**src/rtl/agu_pkg.sv**
```systemverilog
package agu_pkg;
  typedef enum logic [1:0] {
    AGU_LINEAR = 2'b00,
    AGU_MODULO = 2'b01,
    AGU_BITREV = 2'b10,
    AGU_HOLD   = 2'b11
  } agu_mode_e;
endpackage

```
**src/rtl/agu_cfg_regs.sv**
```systemverilog
module agu_cfg_regs #(
  parameter int ADDR_W   = 16,
  parameter int MAX_LOG2 = 10,
  parameter int LOG_W    = 4
) (
  input  logic              clk,
  input  logic              rst_n,
  input  logic              ld_step,
  input  logic [ADDR_W-1:0] step_in,
  input  logic              ld_base,
  input  logic [ADDR_W-1:0] base_in,
  input  logic              ld_len,
  input  logic [ADDR_W-1:0] len_in,
  input  logic              ld_size,
  input  logic [LOG_W-1:0]  size_in,
  output logic [ADDR_W-1:0] step_q,
  output logic [ADDR_W-1:0] base_q,
  output logic [ADDR_W-1:0] len_q,
  output logic [LOG_W-1:0]  size_q
);
  localparam logic [LOG_W-1:0] SIZE_MAX = LOG_W'(MAX_LOG2);
  localparam logic [LOG_W-1:0] SIZE_RST = LOG_W'(3);

  logic [ADDR_W-1:0] step_d, base_d, len_d;
  logic [LOG_W-1:0]  size_d, size_clamped;

  always_comb begin
    if (size_in == '0)           size_clamped = LOG_W'(1);
    else if (size_in > SIZE_MAX) size_clamped = SIZE_MAX;
    else                         size_clamped = size_in;
  end

  always_comb begin
    step_d = ld_step ? step_in      : step_q;
    base_d = ld_base ? base_in      : base_q;
    len_d  = ld_len  ? len_in       : len_q;
    size_d = ld_size ? size_clamped : size_q;
  end

  always_ff @(posedge clk or negedge rst_n) begin
    if (!rst_n) begin
      step_q <= ADDR_W'(1);
      base_q <= '0;
      len_q  <= '0;
      size_q <= SIZE_RST;
    end else begin
      step_q <= step_d;
      base_q <= base_d;
      len_q  <= len_d;
      size_q <= size_d;
    end
  end

  // stored size always inside the legal range
  assert_size_range_R5: assert property (@(posedge clk) disable iff (!rst_n)
    (size_q >= LOG_W'(1)) && (size_q <= SIZE_MAX));

  // configuration holds with no load
  assert_cfg_hold_R9: assert property (@(posedge clk) disable iff (!rst_n)
    (!ld_step && !ld_base && !ld_len) |=> ($stable(step_q) && $stable(base_q) && $stable(len_q)));
endmodule

```
**src/rtl/agu_linmod.sv**
```systemverilog
module agu_linmod #(
  parameter int ADDR_W = 16
) (
  input  logic              modulo_en,
  input  logic [ADDR_W-1:0] ptr,
  input  logic [ADDR_W-1:0] step,
  input  logic [ADDR_W-1:0] base,
  input  logic [ADDR_W-1:0] len,
  output logic [ADDR_W-1:0] ptr_next
);
  localparam int EW = ADDR_W + 1;

  logic [EW-1:0] sum_w, end_w, fold_w;
  logic          wrap;

  always_comb begin
    sum_w  = {1'b0, ptr}  + {1'b0, step};
    end_w  = {1'b0, base} + {1'b0, len};
    fold_w = sum_w - {1'b0, len};
    wrap   = modulo_en && (sum_w >= end_w);
    ptr_next = wrap ? fold_w[ADDR_W-1:0] : sum_w[ADDR_W-1:0];
  end
endmodule

```
**src/rtl/agu_bitrev.sv**
```systemverilog
module agu_bitrev #(
  parameter int ADDR_W   = 16,
  parameter int MAX_LOG2 = 10,
  parameter int LOG_W    = 4
) (
  input  logic              clk,
  input  logic              rst_n,
  input  logic              clr,
  input  logic              adv,
  input  logic [LOG_W-1:0]  size_q,
  input  logic [ADDR_W-1:0] base_q,
  output logic [ADDR_W-1:0] br_addr
);
  localparam logic [LOG_W-1:0] SIZE_MAX = LOG_W'(MAX_LOG2);
  localparam int               PAD_W    = ADDR_W - MAX_LOG2;

  logic [MAX_LOG2-1:0] cnt_q, cnt_d, cnt_mask, rev_full, rev_sh;
  logic [LOG_W-1:0]    shamt;
  logic [ADDR_W-1:0]   addr_mask;

  always_comb begin
    shamt     = SIZE_MAX - size_q;
    cnt_mask  = {MAX_LOG2{1'b1}} >> shamt;
    addr_mask = {{PAD_W{1'b0}}, cnt_mask};
  end

  for (genvar gi = 0; gi < MAX_LOG2; gi++) begin : g_mirror
    assign rev_full[gi] = cnt_q[MAX_LOG2-1-gi];
  end

  always_comb begin
    rev_sh  = rev_full >> shamt;
    br_addr = (base_q & ~addr_mask) | {{PAD_W{1'b0}}, rev_sh};
  end

  always_comb begin
    if (clr)      cnt_d = '0;
    else if (adv) cnt_d = (cnt_q + MAX_LOG2'(1)) & cnt_mask;
    else          cnt_d = cnt_q;
  end

  always_ff @(posedge clk or negedge rst_n) begin
    if (!rst_n) cnt_q <= '0;
    else        cnt_q <= cnt_d;
  end

  // counter stays inside the active size
  assert_cnt_in_size_R4: assert property (@(posedge clk) disable iff (!rst_n)
    (cnt_q & ~cnt_mask) == '0);

  // clear request empties the counter
  assert_cnt_clear_R6: assert property (@(posedge clk) disable iff (!rst_n)
    clr |=> (cnt_q == '0));

  // counter untouched without advance or clear
  assert_cnt_hold_R8: assert property (@(posedge clk) disable iff (!rst_n)
    (!clr && !adv) |=> $stable(cnt_q));
endmodule

```
**src/rtl/dsp_agu.sv**
```systemverilog
module dsp_agu #(
  parameter  int ADDR_W   = 16,
  parameter  int MAX_LOG2 = 10,
  localparam int LOG_W    = $clog2(MAX_LOG2 + 1)
) (
  input  logic              clk,
  input  logic              rst_n,
  input  logic              acc_valid,
  input  logic [1:0]        acc_mode,
  output logic              acc_ready,
  output logic [ADDR_W-1:0] acc_addr,
  input  logic              ld_ptr,
  input  logic [ADDR_W-1:0] ptr_in,
  input  logic              ld_step,
  input  logic [ADDR_W-1:0] step_in,
  input  logic              ld_base,
  input  logic [ADDR_W-1:0] base_in,
  input  logic              ld_len,
  input  logic [ADDR_W-1:0] len_in,
  input  logic              ld_size,
  input  logic [LOG_W-1:0]  size_in
);
  import agu_pkg::*;

  localparam int EW = ADDR_W + 1;

  // reset: asynchronous assert, synchronous release
  logic rst_s0, rst_ns;
  always_ff @(posedge clk or negedge rst_n) begin
    if (!rst_n) begin
      rst_s0 <= 1'b0;
      rst_ns <= 1'b0;
    end else begin
      rst_s0 <= 1'b1;
      rst_ns <= rst_s0;
    end
  end

  agu_mode_e         mode;
  logic              accept, ptr_en, br_adv, br_clr;
  logic [ADDR_W-1:0] ptr_q, ptr_d, ptr_step;
  logic [ADDR_W-1:0] step_q, base_q, len_q, br_addr;
  logic [LOG_W-1:0]  size_q;

  agu_cfg_regs #(.ADDR_W(ADDR_W), .MAX_LOG2(MAX_LOG2), .LOG_W(LOG_W)) u_cfg (
    .clk(clk), .rst_n(rst_ns),
    .ld_step(ld_step), .step_in(step_in),
    .ld_base(ld_base), .base_in(base_in),
    .ld_len(ld_len),   .len_in(len_in),
    .ld_size(ld_size), .size_in(size_in),
    .step_q(step_q), .base_q(base_q), .len_q(len_q), .size_q(size_q)
  );

  agu_linmod #(.ADDR_W(ADDR_W)) u_linmod (
    .modulo_en(mode == AGU_MODULO),
    .ptr(ptr_q), .step(step_q), .base(base_q), .len(len_q),
    .ptr_next(ptr_step)
  );

  agu_bitrev #(.ADDR_W(ADDR_W), .MAX_LOG2(MAX_LOG2), .LOG_W(LOG_W)) u_bitrev (
    .clk(clk), .rst_n(rst_ns),
    .clr(br_clr), .adv(br_adv),
    .size_q(size_q), .base_q(base_q),
    .br_addr(br_addr)
  );

  always_comb begin
    mode      = agu_mode_e'(acc_mode);
    acc_ready = !ld_ptr;
    accept    = acc_valid && acc_ready;
    ptr_en    = accept && ((mode == AGU_LINEAR) || (mode == AGU_MODULO));
    br_adv    = accept && (mode == AGU_BITREV);
    br_clr    = ld_ptr || ld_size;
    acc_addr  = (mode == AGU_BITREV) ? br_addr : ptr_q;
  end

  always_comb begin
    if (ld_ptr)      ptr_d = ptr_in;
    else if (ptr_en) ptr_d = ptr_step;
    else             ptr_d = ptr_q;
  end

  always_ff @(posedge clk or negedge rst_ns) begin
    if (!rst_ns) ptr_q <= '0;
    else         ptr_q <= ptr_d;
  end

  // checker support: pointer inside a well-formed circular buffer
  logic [EW-1:0] buf_end;
  logic          in_buf, buf_ok;
  always_comb begin
    buf_end = {1'b0, base_q} + {1'b0, len_q};
    in_buf  = ({1'b0, ptr_q} >= {1'b0, base_q}) && ({1'b0, ptr_q} < buf_end);
    buf_ok  = (len_q != '0) && (step_q <= len_q) && (buf_end <= {1'b1, {ADDR_W{1'b0}}});
  end

  // a modulo access from inside the buffer lands inside the buffer
  assert_mod_in_buffer_R3: assert property (@(posedge clk) disable iff (!rst_ns)
    (accept && mode == AGU_MODULO && !ld_base && !ld_len && in_buf && buf_ok) |=> in_buf);

  // pointer load wins
  assert_ptr_load_R6: assert property (@(posedge clk) disable iff (!rst_ns)
    ld_ptr |=> (ptr_q == $past(ptr_in)));

  // hold mode freezes the pointer
  assert_hold_mode_R7: assert property (@(posedge clk) disable iff (!rst_ns)
    (acc_valid && mode == AGU_HOLD && !ld_ptr) |=> $stable(ptr_q));

  // bit-reversed access leaves pointer alone
  assert_bitrev_ptr_R8: assert property (@(posedge clk) disable iff (!rst_ns)
    (acc_valid && mode == AGU_BITREV && !ld_ptr) |=> $stable(ptr_q));

  // idle pointer holds
  assert_idle_hold_R9: assert property (@(posedge clk) disable iff (!rst_ns)
    (!acc_valid && !ld_ptr) |=> $stable(ptr_q));
endmodule

```
**config.mk**
```make
export PLATFORM = sky130hd
export DESIGN_NAME = dsp_agu
export DESIGN_NICKNAME = d
export VERILOG_FILES = /design/src/rtl/agu_pkg.sv /design/src/rtl/agu_cfg_regs.sv /design/src/rtl/agu_linmod.sv /design/src/rtl/agu_bitrev.sv /design/src/rtl/dsp_agu.sv
export SDC_FILE = /design/constraint.sdc
export NUM_CORES = 1
export LEC_CHECK = 0
export ABC_CLOCK_PERIOD_IN_PS = 7600
export BUFFER_PORTS_ARGS = -buffer_cell sky130_fd_sc_hd__buf_2
export CAP_MARGIN = 20
export CORE_MARGIN = 2
export CORE_UTILIZATION = 45
export CTS_BUF_LIST = sky130_fd_sc_hd__clkbuf_16
export DETAILED_ROUTE_END_ITERATION = 10
export GPL_ROUTABILITY_DRIVEN = 1
export PLACE_DENSITY = 0.7
export SETUP_SLACK_MARGIN = 0.15
export SYNTH_ARGS = -nofsm -noshare
export SYNTH_HDL_FRONTEND = slang
export SYNTH_HIERARCHICAL = 1
export SYNTH_SLANG_ARGS = --single-unit
```
**constraint.sdc**
```tcl
create_clock -name clk -period 7.6 [get_ports clk]
set_input_delay 0.38 -clock clk [delete_from_list [all_inputs] [get_ports clk]]
set_output_delay 0.38 -clock clk [all_outputs]
set_load 0.05 [all_outputs]
```
==> results of run 1 <==
==> layout by cell type, fill, tap and decap left out, types with 11 or more instances in the layout <==
master and n:
buf_2 94, dfrtp_1 76, ha_1 64, a21oi_1 55, inv_1 50, mux2_4 44
nand2_1 44, nor2_1 40, mux2_2 32, xnor2_1 32, o21ai_0 21, nor3_1 14
nand2b_1 13, nor2b_1 12, nand4bb_1 12, nand3_1 12, xor2_1 11, o21bai_1 11
==> repair_timing <==
item | CTS | global route
resized for setup | 0 | 0
endpoints found under the hold margin | 2 | 0
hold buffers | 1 | 0
==> path summary, 6_finish.rpt <==
check / start / to / slack (ns) / cells after the start
worst min register to register: rst_ns / u_cfg/len_q[0] / 0.29 / 0
worst max-delay path: ptr_q[0] / ptr_q[5] / 2.76 / 18
worst max register to register: ptr_q[0] / ptr_q[5] / 2.76 / 18
worst min-delay path: base_in[6] / u_cfg/base_q[6] / 0.25 / 2
min in group asynchronous: rst_ns / u_cfg/len_q[0] / 0.29 / 0
max in group asynchronous: rst_ns / u_cfg/step_q[0] / 6.67 / 1
==> final cells by class <==
| type | count | area, sq um | share of cell area, % |
|---|---|---|---|
| multi-input combinational | 558 | 4740 | 59.0 |
| inverter | 50 | 188 | 2.34 |
| sequential | 80 | 2010 | 25.0 |
| clock inverter | 7 | 86.3 | 1.08 |
| clock buffer | 9 | 225 | 2.81 |
| timing repair buffer | 97 | 508 | 6.33 |
| tap | 216 | 270 | 3.37 |
==> state kept, by name, summed over array words and instances, names as in the netlist <==
name and flops:
u_cfg/size_q 4, rst_ns 1, rst_s0 1, u_cfg/len_q 16
ptr_q 16, u_bitrev/cnt_q 10, u_cfg/step_q 16, u_cfg/base_q 16
==> logic make-up after synthesis <==
family          count (synthesis)  share of synthesized area, %
flops                          80                          27.8
other cells                     1                        0.0520
mux                            91                          17.1
simple gates                  181                          13.8
fa+ha+maj                      70                          12.4
buf+inv                        84                          6.57
compound gates                171                          16.8
xor+xnor                       44                          5.44
==> through the flow <==
stage / util [%] / power (mW)
floorplan: - / 1.49
global placement: 48.7 / 1.69
detailed placement: 48.7 / 1.71
CTS: 50.8 / 2.18
global route: 50.9 / 2.35
finish: 50.9 / 2.18
==> power breakdown <==
group          switching, mW  internal [mW]  leakage [nW]
sequential            0.0578          0.471         0.962
combinational          0.641          0.545          2.56
clock                  0.179          0.284         0.144
==> worst max-delay path, delay by kind of cell, from the launching register on <==
kind	cells	cell delay [ns]
buffers and inverters	1	0.22
AND/OR/NAND/NOR	3	0.83
AO/OA/AOI/OAI	9	1.82
adder cells (fa/ha/maj)	3	0.96
XOR/XNOR	1	0.26
multiplexers	1	0.23
flip-flops	1	0.39
==> layer usage <==
| metal | global-route usage (%) | share of wire, % | vias to the layer above |
|---|---|---|---|
| li1 | - | - | 2790 |
| met1 | 31.1 | 52 | 2560 |
| met2 | 28.7 | 41 | 152 |
| met3 | 4.15 | 5.3 | 23 |
| met4 | 6.45 | 2.1 | 0 |
| met5 | 0 | 0 | - |
==> metrics.md, run 1 <==
| Metric | Value |
|---|---|
| Fillers | `1480` |
| Die X | `131 microns` |
| Hold_ws | `0.254 ns` |
| Commonest cells in the netlist | `dfrtp_1 (77), ha_1 (64), a21oi_1 (55), inv_1 (50)` |
| Share of layout cells above drive strength 1 | `27.3%` |
| CP endpoint kind | `flop` |
| Leak Pwr | `3.67 nW` |
| Rel. slew slack | `37.6%` |
| Synth async-reset ratio | `100%` |
| Setup bufs post-CTS | `0` |
| Input/output buffers | `94` |
| H-tree Lvls | `3` |
| Slowest stage delay, CP | `0.47 ns` |
| Fin area | `8030 sq um` |
| CTS Root Buffer Type | `clkbuf_16` |
| Skew-Pair Late Insertion Delay | `0.35 ns` |
| YS warnings | `6` |
| Final Cycle Share | `63.7%` |
| Die area | `17100 sq um` |
| Ys flop type | `dfrtp_1` |
| Placeable Area | `15800 sq um` |
| PwrDens | `271 nW/um^2` |
| Status | `complete, no violations` |
| Final setup fails | `0` |
| Wire per inst | `16.4 microns` |
| Crit path time final | `4.84 ns` |
| I/O pin cnt | `95` |
| RSZ-0062 raised after global routing | `no` |
| Yosys top cell by area | `dfrtp_1` |
| Die height | `131 microns` |
| Synth top area cells | `dfrtp_1 (27%), ha_1 (11%), mux2_4 (9.2%), mux2_2 (5.0%), xnor2_1 (3.9%)` |
| VDD IR max | `0.119 mV` |
| CTS buffer count | `9` |
| Pin count of the biggest net entering global routing | `79` |
| Area delta synth->final | `11.2%` |
| Fin. max-slew vios | `0` |
| GRT Util Overall | `20.4%` |
| Final Hold Fails | `0` |
| Fmax | `207 MHz` |
| Routed WL | `16700 microns` |
| Cells along the critical path | `ha_1, fa_1, a211oi_2, nor4_1, or2_1, o41a_1, a21o_1, a21o_1, xor2_1, ha_1, a21o_1, a21o_1, a21oi_1, o2bb2ai_2, buf_4, mux2_2, or4bb_1, o311ai_0` |
| CP max-delay cell | `o41a_1` |
| Site Rows | `46` |
| CP Data Arrival Time | `5.08 ns` |
| Sequential fraction of the synthesis area | `27.8%` |
| ANT nets after route | `0` |
| DP Worst Slack | `2.78 ns` |
| DRC errors left | `0` |
| Initial DRC count | `221` |
| Initial antenna violation count | `0` |
| # clock sinks | `80` |
| Worst-path maximum fanout | `19` |
| Vias | `5525` |
| DR pass1 iterations | `5` |
| Post-Syn Nets | `867` |
| Clock Path Buffers | `2` |
| CP Class | `flop to flop` |
| Number of enable flip-flop cells after synthesis | `0` |
| GP Congestion | `0.912` |
| Top-count cell post-synth | `dfrtp_1` |
| CP most frequent cell | `a21o_1` |
| Final std cells w/o fill | `1017` |
| TritonCTS clock tree | `yes` |
| Clock transition at the registers of the reported paths | `0.06 ns` |
| Worst setup SP type | `flop` |
| Initial Util | `45.8%` |
| Count of cell types in the netlist | `81` |
| Vias/cell | `5.43` |
| Measured slew at the worst slew-check pin | `0.929 ns` |
| Post-DP HPWL | `13100 microns` |
| Final nets | `941` |
| Syn Std Cell Area | `7220 sq um` |
| Worst Hold Class | `primary input to flop` |
| Skew final | `0.00721 ns` |
| Wire length of the first global-routing pass | `26900 microns` |
| Placed cells | `999` |
| Max-Cap Viols | `0` |
| Final worst-path setup slack | `2.76 ns` |
| Synth top area share | `26.7%` |
| #FFs+latches synth | `80` |
| Ant diodes | `0` |
| GR Overflow Total | `0` |
| Worst endpoint required time | `7.84 ns` |
| Placed cell areas | `7680 sq um` |
| Number of global-route vias before repair | `5153` |
| Setup TNS | `0 ns` |
| Avg Cell Area, Syn | `10.0 sq um` |
| Synth Instances | `722` |
Note: power is estimated with default switching activity, not from simulation.
==> inputs of run 2 (changes only) <==
ABC_CLOCK_PERIOD_IN_PS = 4400   (was 7600)
PLACE_DENSITY = 0.72   (was 0.7)
clock period = 4.4 ns   (was 7.6 ns; I/O delays follow)
==> metrics.md, run 2 (synthesis gave the netlist of run 1 again) <==
| Metric | Value |
|---|---|
| Status | `complete, no violations` |
| Die height | `131 microns` |
| Number of global-route vias before repair | `5674` |
| CP endpoint kind | `flop` |
| Share of layout cells above drive strength 1 | `33.9%` |
| Post-DP HPWL | `13500 microns` |
| CTS buffer count | `9` |
| Max-Cap Viols | `0` |
| VDD IR max | `0.228 mV` |
| Worst-path maximum fanout | `8` |
| Final Hold Fails | `0` |
| GRT Util Overall | `21.8%` |
| Leak Pwr | `3.85 nW` |
| CP Data Arrival Time | `4.55 ns` |
| Final Cycle Share | `98.1%` |
| Most common cell after layout, fill and taps aside | `buf_2` |
| Fin area | `8380 sq um` |
| Die X | `131 microns` |
| PwrDens | `467 nW/um^2` |
| Input/output buffers | `94` |
| Vias/cell | `5.59` |
| Hold_ws | `0.101 ns` |
| Worst endpoint required time | `4.64 ns` |
| Site Rows | `46` |
| Vias | `5856` |
| Initial antenna violation count | `0` |
| Fmax | `232 MHz` |
| Final setup fails | `0` |
| Clock transition at the registers of the reported paths | `0.06 ns` |
| Area delta synth->final | `16.1%` |
| Skew final | `0.00408 ns` |
| CTS Root Buffer Type | `clkbuf_16` |
| Setup TNS | `0 ns` |
| Rel. slew slack | `34.0%` |
| TritonCTS clock tree | `yes` |
| ANT nets after route | `0` |
| Worst setup SP type | `flop` |
| Worst Hold Class | `primary input to flop` |
| DR pass1 iterations | `5` |
| Fin. max-slew vios | `0` |
| Initial Util | `45.8%` |
| # clock sinks | `80` |
| Skew-Pair Late Insertion Delay | `0.34 ns` |
| GR Overflow Total | `0` |
| DRC errors left | `0` |
| Die area | `17100 sq um` |
| Placed cell areas | `7760 sq um` |
| Clock Path Buffers | `2` |
| Wire length of the first global-routing pass | `28800 microns` |
| Wire per inst | `17.1 microns` |
| Final nets | `971` |
| Ant diodes | `0` |
| GP Congestion | `0.933` |
| Crit path time final | `4.32 ns` |
| Placeable Area | `15800 sq um` |
| Initial DRC count | `300` |
| RSZ-0062 raised after global routing | `yes` |
| H-tree Lvls | `3` |
| I/O pin cnt | `95` |
| Pin count of the biggest net entering global routing | `79` |
| Leading cell types in the layout, fill and taps excluded | `buf_2 (95), dfrtp_1 (74), ha_1 (61)` |
| CP Class | `flop to flop` |
| Routed WL | `17900 microns` |
| Measured slew at the worst slew-check pin | `0.982 ns` |
run 2: cell types whose count changed in the layout (fill, tap and decap cells not counted), moves of 3 or more:
| cell | previous run | this run |
|---|---|---|
| buf_4 | 1 | 28 |
| o21ai_0 | 21 | 18 |
| clkinv_2 | 0 | 3 |
| o21ai_1 | 2 | 5 |
| xnor2_2 | 1 | 5 |
| inv_1 | 50 | 53 |
| nor2_1 | 40 | 37 |
| xnor2_1 | 32 | 28 |
| a21oi_2 | 1 | 10 |
| nor2_2 | 0 | 3 |
| clkinv_1 | 3 | 0 |
| ha_1 | 64 | 61 |
| a21oi_1 | 55 | 46 |
run 2: timing repair:
action,4_1_cts,5_1_grt
endpoints found under the hold margin,2,0
pin swaps,30,7
resized for setup,28,8
setup endpoints to repair,12,16
hold buffers,1,0
setup buffers,18,4
gates cloned,0,1
run 2: per-layer routing:
metal,vias to the layer above,wire length (microns),global-route usage [%]
li1,2844,-,-
met1,2794,8590,31.3
met2,187,7890,33.0
met3,31,936,3.18
met4,0,521,9.26
met5,-,0,0
run 2: worst max-delay path: stages (launching register included):
cell and delay, ns:
dfrtp_1 0.39, ha_2 0.21, fa_2 0.37, a21oi_2 0.17, o211ai_1 0.17, buf_4 0.17
o221ai_2 0.19, o21ai_1 0.13, a21oi_1 0.18, nor2b_1 0.07, or3_1 0.30, nand2_1 0.10
ha_1 0.27, a21o_1 0.17, a21o_1 0.18, a21oi_2 0.17, o2bb2ai_4 0.13, mux2_2 0.24
or4bb_1 0.48, o311ai_1 0.09
run 2: per-stage QoR:
stage                     util, %  std cells  worst slack (ns)  power [mW]
after floorplan                 -        722             0.158        2.59
after global placement       49.2       1006            0.0557        2.99
after detailed placement     49.2       1006           -0.0444        3.02
after CTS                    52.5       1041             0.131        3.84
after global routing         53.1       1047            -0.163        4.20
final                        53.1       1047            0.0844        3.91
run 2: report_power, final:
part | leakage [nW] | internal, mW | switching, mW
registers | 0.960 | 0.814 | 0.0975
logic | 2.75 | 1.10 | 1.23
clock network | 0.139 | 0.373 | 0.298
run 2: cell type report:
type	instances	area, sq um
well taps	216	270
clock buffers	9	225
clock inverters	7	33.8
repair buffers	127	746
inverters	50	188
multi-input cells	558	4900
flip-flops and latches	80	2010
fillers	1410	7390
run 2: worst paths after layout:
path,start,to,slack (ns),depth (start not counted)
hold / removal,ptr_in[14],ptr_q[14],0.10,3
min in group asynchronous,rst_n,rst_ns,0.18,2
setup reg to reg,u_cfg/len_q[0],ptr_q[4],0.08,19
hold reg to reg,rst_ns,u_cfg/base_q[0],0.28,0
setup / recovery,u_cfg/len_q[0],ptr_q[4],0.08,19
max in group asynchronous,rst_ns,u_cfg/step_q[0],3.49,1
==> inputs of run 3 (changes only) <==
ABC_CLOCK_PERIOD_IN_PS = 3900   (was 4400)
clock period = 3.9 ns   (was 4.4 ns; I/O delays follow)
==> metrics.md, run 3 (synthesis gave the netlist of run 1 again) <==
| Metric | Value |
|---|---|
| Net switching power | `1.96 mW` |
| PwrDens | `550 nW/um^2` |
| Switching part of the total | `39.8%` |
| Input/output buffers | `94` |
| Die X | `131 microns` |
| Wire length of the first global-routing pass | `28800 microns` |
| DRC errors left | `0` |
| Fin area | `8960 sq um` |
| Clk network pwr share | `18.8%` |
| Crit path time final | `4.33 ns` |
| Measured slew at the worst slew-check pin | `0.880 ns` |
| Leak Pwr | `4.21 nW` |
| ANT nets after route | `0` |
| Initial Util | `45.8%` |
| Sequential Power Share | `20.5%` |
| Uppermost routed layer | `met4` |
| Clock transition at the registers of the reported paths | `0.06 ns` |
| CP endpoint kind | `flop` |
| Leading cell types in the layout, fill and taps excluded | `buf_4 (96), buf_2 (94), dfrtp_1 (76)` |
| Worst setup SP type | `flop` |
| Placeable Area | `15800 sq um` |
| Share of layout cells above drive strength 1 | `38.5%` |
| Final Cycle Share | `111%` |
| Rel. slew slack | `40.9%` |
| Wire per inst | `16.8 microns` |
| Ant diodes | `0` |
| DR pass1 iterations | `4` |
| GP Congestion | `0.975` |
| Vias | `6109` |
| Die height | `131 microns` |
| Post-layout util | `56.8%` |
| Max-Cap Viols | `0` |
| Final nets | `1039` |
| Failing checks | `setup timing` |
| Final worst-path setup slack | `-0.434 ns` |
| Met2 WL | `8220 microns` |
| # clock sinks | `80` |
| Skew final | `0.00618 ns` |
| Status | `complete, but fails checks` |
| Internal | `2.97 mW` |
| Initial DRC count | `396` |
| Post-DP HPWL | `14000 microns` |
| CP Data Arrival Time | `4.53 ns` |
| Worst-path maximum fanout | `6` |
| Worst Hold Class | `primary input to flop` |
| Fmax | `231 MHz` |
| Number of global-route vias before repair | `5683` |
| CTS buffer count | `9` |
| Worst endpoint required time | `4.10 ns` |
| RSZ-0062 raised after global routing | `yes` |
| Setup TNS | `-5.51 ns` |
| Routed WL | `18700 microns` |
| VDD IR max | `0.294 mV` |
| H-tree Lvls | `3` |
| Placed cell areas | `8400 sq um` |
| Fin. max-slew vios | `0` |
| Die area | `17100 sq um` |
| Site Rows | `46` |
| GR Overflow Total | `0` |
| TritonCTS clock tree | `yes` |
| Combinational Power Share | `60.7%` |
| GRT Util Overall | `21.9%` |
| Hold_ws | `0.0711 ns` |
| CTS Root Buffer Type | `clkbuf_16` |
| Most common cell after layout, fill and taps aside | `buf_4` |
| Clock Path Buffers | `2` |
| Initial antenna violation count | `0` |
| Fillers | `1384` |
| CP Class | `flop to flop` |
| M1 WL | `9080 microns` |
| I/O pin cnt | `95` |
| Area delta synth->final | `24.1%` |
| Final setup fails | `16` |
| Vias/cell | `5.48` |
| Pin count of the biggest net entering global routing | `79` |
| Met3 WL post-DR | `931 microns` |
| Final Hold Fails | `0` |
| Skew-Pair Late Insertion Delay | `0.35 ns` |
[run 3: final timing paths]
check | startpoint | endpoint | slack, ns | depth (start not counted)
max | ptr_q[1] | ptr_q[1] | -0.43 | 18
min | base_in[14] | u_cfg/base_q[14] | 0.07 | 2
max reg2reg | ptr_q[1] | ptr_q[1] | -0.43 | 18
min reg2reg | rst_ns | u_cfg/size_q[3] | 0.31 | 0
max in group asynchronous | rst_ns | u_cfg/step_q[0] | 2.93 | 1
min in group asynchronous | rst_n | rst_ns | 0.16 | 2
[run 3: per-layer routing]
layer / vias up / GRT usage [%]
met5: - / 0
met4: 0 / 8.64
met3: 33 / 3.30
li1: 2997 / -
met1: 2893 / 32.0
met2: 186 / 32.6
[run 3: timing repair]
action | in CTS | in global routing
resized for setup | 14 | 16
hold buffers | 1 | 0
endpoints found under the hold margin | 2 | 0
cloned | 1 | 0
buffers inserted | 5 | 2
pin swaps | 14 | 18
setup endpoints to repair | 16 | 16
[run 3: power by group through the flow]
stage / clock, mW / sequential (mW) / combinational (mW)
final: 0.928 / 1.01 / 2.99
after global routing: 0.974 / 1.02 / 3.25
after CTS: 0.943 / 1.02 / 2.88
after detailed placement: 0 / 1.03 / 2.76
after global placement: 0 / 1.03 / 2.71
after floorplan: 0 / 0.998 / 1.94
[run 3: worst max-delay path, cell delays in order (launching register included)]
cell and delay [ns]:
dfrtp_1 0.41, buf_6 0.13, fa_2 0.41, a211oi_4 0.31, nor4_1 0.07, or2_1 0.24
o41a_1 0.39, a21o_1 0.16, a21o_1 0.19, a21o_1 0.18, a21o_1 0.20, ha_4 0.27
nand4_1 0.14, nor2_4 0.17, o2bb2ai_4 0.19, buf_4 0.16, mux2_2 0.33, nand4bb_1 0.12
o311ai_1 0.10
[run 3: final cells by class]
class,instances,area (sq um),share of cell area [%]
multi-input combinational,559,4930,55.0
sequential,80,2010,22.4
inverter,50,188,2.09
clock inverter,7,96.3,1.08
clock buffer,9,225,2.51
tap,216,270,3.02
timing repair buffer,194,1240,13.9
[run 3: metrics by stage]
stage	cells	setup slack (ns)	power [mW]
floorplan	722	-0.242	2.94
global placement	1089	-0.325	3.74
detailed placement	1089	-0.430	3.79
CTS	1112	-0.289	4.84
global route	1115	-0.593	5.25
finish	1115	-0.434	4.93
